<file path="src/rtl/ext_irq_pkg.sv">
package ext_irq_pkg;
  localparam int CFG_W       = 2;
  localparam int CFG_SEL_BIT = 0;
  localparam int CFG_GIE_BIT = 1;

  typedef enum logic {
    EDGE_RISE = 1'b0,
    EDGE_FALL = 1'b1
  } edge_sel_e;
endpackage

</file>
<file path="src/rtl/ext_irq_sync.sv">
module ext_irq_sync #(
  parameter int STAGES = 2
) (
  input  logic clk,
  input  logic rst,
  input  logic pin_i,
  output logic lvl_o,
  output logic prev_o
);
  localparam int TOP = STAGES - 1;
  logic [STAGES-1:0] chain_q;
  logic              prev_q;

  generate
    if (STAGES == 1) begin : g_one
      always_ff @(posedge clk) begin
        if (rst) chain_q <= '0;
        else     chain_q <= pin_i;
      end
    end else begin : g_many
      always_ff @(posedge clk) begin
        if (rst) chain_q <= '0;
        else     chain_q <= {chain_q[STAGES-2:0], pin_i};
      end
    end
  endgenerate

  always_ff @(posedge clk) begin
    if (rst) prev_q <= 1'b0;
    else     prev_q <= chain_q[TOP];
  end

  assign lvl_o  = chain_q[TOP];
  assign prev_o = prev_q;
endmodule

</file>
<file path="src/rtl/ext_irq_pin.sv">
module ext_irq_pin
  import ext_irq_pkg::*;
#(
  parameter int SYNC_STAGES = 2
) (
  input  logic      clk,
  input  logic      rst,
  input  logic      pin_i,
  input  edge_sel_e sel_i,
  input  logic      clr_i,
  output logic      hit_o,
  output logic      pend_nxt_o,
  output logic      pend_o
);
  logic lvl, prev, pend_q;

  ext_irq_sync #(.STAGES(SYNC_STAGES)) sync_i (
    .clk(clk), .rst(rst), .pin_i(pin_i), .lvl_o(lvl), .prev_o(prev)
  );

  always_comb begin
    unique case (sel_i)
      EDGE_RISE: hit_o = lvl & ~prev;
      EDGE_FALL: hit_o = ~lvl & prev;
      default:   hit_o = 1'b0;
    endcase
  end

  // a fresh edge takes priority over a clear at the same edge
  assign pend_nxt_o = hit_o | (pend_q & ~clr_i);

  always_ff @(posedge clk) begin
    if (rst) pend_q <= 1'b0;
    else     pend_q <= pend_nxt_o;
  end

  assign pend_o = pend_q;
endmodule

</file>
<file path="src/rtl/ext_irq_gie.sv">
module ext_irq_gie (
  input  logic clk,
  input  logic rst,
  input  logic set_i,
  input  logic clr_i,
  output logic gie_nxt_o,
  output logic gie_o
);
  logic gie_q;

  always_comb begin
    if (clr_i)      gie_nxt_o = 1'b0;
    else if (set_i) gie_nxt_o = 1'b1;
    else            gie_nxt_o = gie_q;
  end

  always_ff @(posedge clk) begin
    if (rst) gie_q <= 1'b0;
    else     gie_q <= gie_nxt_o;
  end

  assign gie_o = gie_q;
endmodule

</file>
<file path="src/rtl/ext_irq_ctrl.sv">
module ext_irq_ctrl
  import ext_irq_pkg::*;
#(
  parameter int NUM_PINS    = 2,
  parameter int SYNC_STAGES = 2
) (
  input  logic                clk,
  input  logic                rst,
  input  logic [NUM_PINS-1:0] pin_i,
  input  logic                cfg_we_i,
  input  logic [1:0]          cfg_wdata_i,
  output logic [1:0]          cfg_rdata_o,
  input  logic                ei_stb_i,
  input  logic                di_stb_i,
  input  logic                reti_stb_i,
  input  logic                ack_stb_i,
  input  logic [NUM_PINS-1:0] pend_clr_i,
  output logic [NUM_PINS-1:0] pend_o,
  output logic                irq_req_o
);
  edge_sel_e           sel_q;
  logic [NUM_PINS-1:0] edge_hit;
  logic [NUM_PINS-1:0] pend_nxt;
  logic                gie, gie_nxt;
  logic                irq_q;

  always_ff @(posedge clk) begin
    if (rst)           sel_q <= EDGE_RISE;
    else if (cfg_we_i) sel_q <= edge_sel_e'(cfg_wdata_i[CFG_SEL_BIT]);
  end

  genvar gi;
  generate
    for (gi = 0; gi < NUM_PINS; gi++) begin : g_pin
      ext_irq_pin #(.SYNC_STAGES(SYNC_STAGES)) pin_u (
        .clk(clk), .rst(rst), .pin_i(pin_i[gi]), .sel_i(sel_q),
        .clr_i(pend_clr_i[gi]), .hit_o(edge_hit[gi]),
        .pend_nxt_o(pend_nxt[gi]), .pend_o(pend_o[gi])
      );
    end
  endgenerate

  ext_irq_gie gie_u (
    .clk(clk), .rst(rst),
    .set_i(ei_stb_i | reti_stb_i),
    .clr_i(di_stb_i | ack_stb_i),
    .gie_nxt_o(gie_nxt), .gie_o(gie)
  );

  always_ff @(posedge clk) begin
    if (rst) irq_q <= 1'b0;
    else     irq_q <= gie_nxt & (|pend_nxt);
  end

  assign irq_req_o = irq_q;

  always_comb begin
    cfg_rdata_o              = '0;
    cfg_rdata_o[CFG_SEL_BIT] = sel_q;
    cfg_rdata_o[CFG_GIE_BIT] = gie;
  end
endmodule

</file>
<file path="config.mk">
export PLATFORM = sky130hd
export DESIGN_NAME = ext_irq_ctrl
export DESIGN_NICKNAME = d
export VERILOG_FILES = /design/src/rtl/ext_irq_pkg.sv /design/src/rtl/ext_irq_sync.sv /design/src/rtl/ext_irq_pin.sv /design/src/rtl/ext_irq_gie.sv /design/src/rtl/ext_irq_ctrl.sv
export SDC_FILE = /design/constraint.sdc
export NUM_CORES = 1
export LEC_CHECK = 0
export CAP_MARGIN = 20
export CORE_MARGIN = 2
export CORE_UTILIZATION = 30
export CTS_BUF_LIST = sky130_fd_sc_hd__clkbuf_4 sky130_fd_sc_hd__clkbuf_8 sky130_fd_sc_hd__clkbuf_16
export DETAILED_ROUTE_END_ITERATION = 8
export MAX_ROUTING_LAYER = met4
export PLACE_DENSITY_LB_ADDON = 0.1
export SYNTH_ARGS = -nofsm -noshare
export SYNTH_HDL_FRONTEND = slang
export SYNTH_SLANG_ARGS = --single-unit
</file>
<file path="constraint.sdc">
create_clock -name clk -period 1.76 [get_ports clk]
set_clock_uncertainty 0.05 [all_clocks]
set_input_delay 0.44 -clock clk [delete_from_list [all_inputs] [get_ports clk]]
set_output_delay 0.44 -clock clk [all_outputs]
set_load 0.1 [all_outputs]
</file>
==> metrics <==
Clock Latency Late Sink between 0.2 and 0.3 ns; register bit count reported by yosys 11; GPL Wtd Cong about 0.65; Bufs on Longest Clock Path 2; power density over the cells just over 800 nW/um2; Distinct cells, synth 14; maximum VDD drop 0.4072 mV; mux cell area share after synthesis 2.286%; Req. time, crit path around 1.3 ns; first-pass GRT wire length 1131 um; WL final 623 um; sequential share of the synthesized area 50.29%; grt met3 use between 3 and 4%; H-tree depth 1; largest family of logic cells by synthesized area simple AND/OR/NAND/NOR gates; Max Slew Vio Count 0; Final setup violation count 0; crit start category flop; reg-to-reg startpoint sel_q$_SDFFE_PP0P_; Crit Path Class flop to output pin; Synth Area in XOR/XNOR 0%; die width around 42 um; met1 usage in global routing under 10%; CTS sink count 11; gr ovfl total 0; mapped cell area 437.9 um2; WHS Path Cells 1; CP bufs+invs 1; initial detailed-routing violation count 0; CP max stage delay 0.45 ns; initial antenna violation count 0; Post-CTS Setup Inserts 0; CTS tree built; router iterations before antenna repair 1; WP depth 1; Reg2Reg Depth 3; Synth Area in Simple Gates a little over a quarter; yosys warns 0; PortBufs 16; Synth Area in Compound Gates 9.429%; crit path max-delay cell type dfxtp_1; core region area 1334 um2; Post-Synthesis Cells 37; Post-Syn Area per Cell between 10 and 15 um2; die area between 1500 and 2000 um2; setup slack, reg-to-reg between 0.6 and 0.7 ns; worst-path cell chain buf_12; status finished clean; via density per instance about 4.3; Row Count 13; vias in the first global route a little under 300; Finished Cell Area between 600 and 700 um2; post-route ant nets 0; worst path arrival time 0.93 ns; adder-cell area share of the yosys netlist 0%; WL/cell ~9.3 um; Area growth syn-to-layout 49.14%; Tcrit/Tclk final between 80 and 90%; number of max-cap violations 0; Fmax achieved about 0.71 GHz; GRT met2 Usage between 10% and 20%; minimum clock period ~1.4 ns; layout net count 66; Worst-Margin Slew between 0.3 and 0.4 ns; Die Height ~42 um; worst hold path startpoint g_pin[0].pin_u.sync_i.chain_q[0]$_SDFF_PP0_; clock-pin transition on the worst setup and hold timing paths approximately 0.070 ns; Hold Violations, Final 0; Setup crit end kind output pin; Final TNS setup 0 ns; cts hold-fix bufs 0; P_leak around 0.28 nW; Placement Cell Area between 600 and 700 um2; Slew HR 76.36%; post-CTS sizing 0; Fill cells 127; Top Family by Delay on Critical Path flip-flops; r2r endpoint irq_req_o$_SDFF_PP0_; DR vias 291; Hold Path Class flop to flop; pin count of the biggest net entering global routing 11; layout cells sized above 1 between 30% and 40%; GRT busiest layer met2; Inserted Diodes 0; IO Count 18; critical path fanouts, max 6; drt drc 0; net count after synthesis 50; end of the worst hold path g_pin[0].pin_u.sync_i.chain_q[1]$_SDFF_PP0_; clock root buffer master clkbuf_4; Total GRT Usage about 8.6%; total CTS buffers 3; RSZ-0062 raised after global routing false; Initial Utilization between 30% and 40%
## cells in the final DEF (no fill, tap or decap), drive strengths merged
| cell type | n |
|---|---|
| clkdlybuf4s50 | 11 |
| clkbuf | 3 |
| a21boi | 1 |
| nor3 | 1 |
| clkinv | 1 |
| and2b | 7 |
| inv | 2 |
| mux2i | 1 |
| dfxtp | 11 |
| nor2 | 4 |
| nor4 | 1 |
| and3b | 1 |
| nor3b | 1 |
| buf | 5 |
| a221oi | 2 |
## cells in the mapped netlist, drive strengths merged
cell	instances	share of area, %
and2b	7	14
nor2	4	3.4
a21boi	1	2.6
nor3	1	1.1
dfxtp	11	50
a221oi	2	6.9
inv	2	1.7
buf	5	9.4
and3b	1	2.0
mux2i	1	2.3
nor3b	1	1.7
nor4	1	4.9
## state kept, by name (all words and copies together) (netlist names)
register and flops:
g_pin.pin_u.sync_i.chain_q 4, irq_req_o 1, g_pin.pin_u.pend_o 2, sel_q 1, gie_u.gie_o 1, g_pin.pin_u.sync_i.prev_o 2
## through the flow
| step | setup slack [ns] | utilization [%] | power, mW | hold slack (ns) | cells |
|---|---|---|---|---|---|
| floorplan | 0.3610 | - | 0.3340 | 0.3781 | 37 |
| global placement | 0.1593 | 46.90 | 0.3745 | 0.3811 | 63 |
| detailed placement | 0.1237 | 46.90 | 0.3769 | 0.3889 | 63 |
| CTS | 0.3218 | 48.97 | 0.5417 | 0.4062 | 67 |
| global route | 0.2797 | 48.97 | 0.5614 | 0.4234 | 67 |
| finish | 0.3420 | 48.97 | 0.5316 | 0.4008 | 67 |
## report_power, final
group / total, mW / switching (mW) / internal (mW)
Clock: 0.162 / 0.0781 / 0.0839
Combinational: 0.102 / 0.0506 / 0.0518
Sequential: 0.267 / 0.00820 / 0.259
Total: 0.532 / 0.137 / 0.395
## layer usage
metal,vias to the layer above,routed length [um]
met5,-,0
met4,0,0
met3,0,55
met2,14,323
met1,128,244
li1,149,-
## kinds of logic (layout without fill, tap and decap cells)
family	after synthesis	count (layout)
compound gates	3	3
buf+inv	7	22
mux	1	1
simple gates	15	15
flops	11	11
## how the worst max path moves through the flow
stage                               from                    to
global placement                     rst  irq_req_o$_SDFF_PP0_
finish                sel_q$_SDFFE_PP0P_        cfg_rdata_o[0]
detailed placement                   rst  irq_req_o$_SDFF_PP0_
CTS                   sel_q$_SDFFE_PP0P_        cfg_rdata_o[0]
global route          sel_q$_SDFFE_PP0P_        cfg_rdata_o[0]
floorplan           irq_req_o$_SDFF_PP0_             irq_req_o
## final cells by class
| type | count | area [um2] | share of cell area [%] |
|---|---|---|---|
| clock buffers | 3 | 22.52 | 3.448 |
| repair buffers | 16 | 210.2 | 32.18 |
| inverters | 2 | 7.507 | 1.149 |
| clock inverters | 1 | 5.005 | 0.7663 |
| multi-input cells | 19 | 168.9 | 25.86 |
| flip-flops and latches | 11 | 220.2 | 33.72 |
| well taps | 15 | 18.77 | 2.874 |
Note: power is estimated with default switching activity, not from simulation.
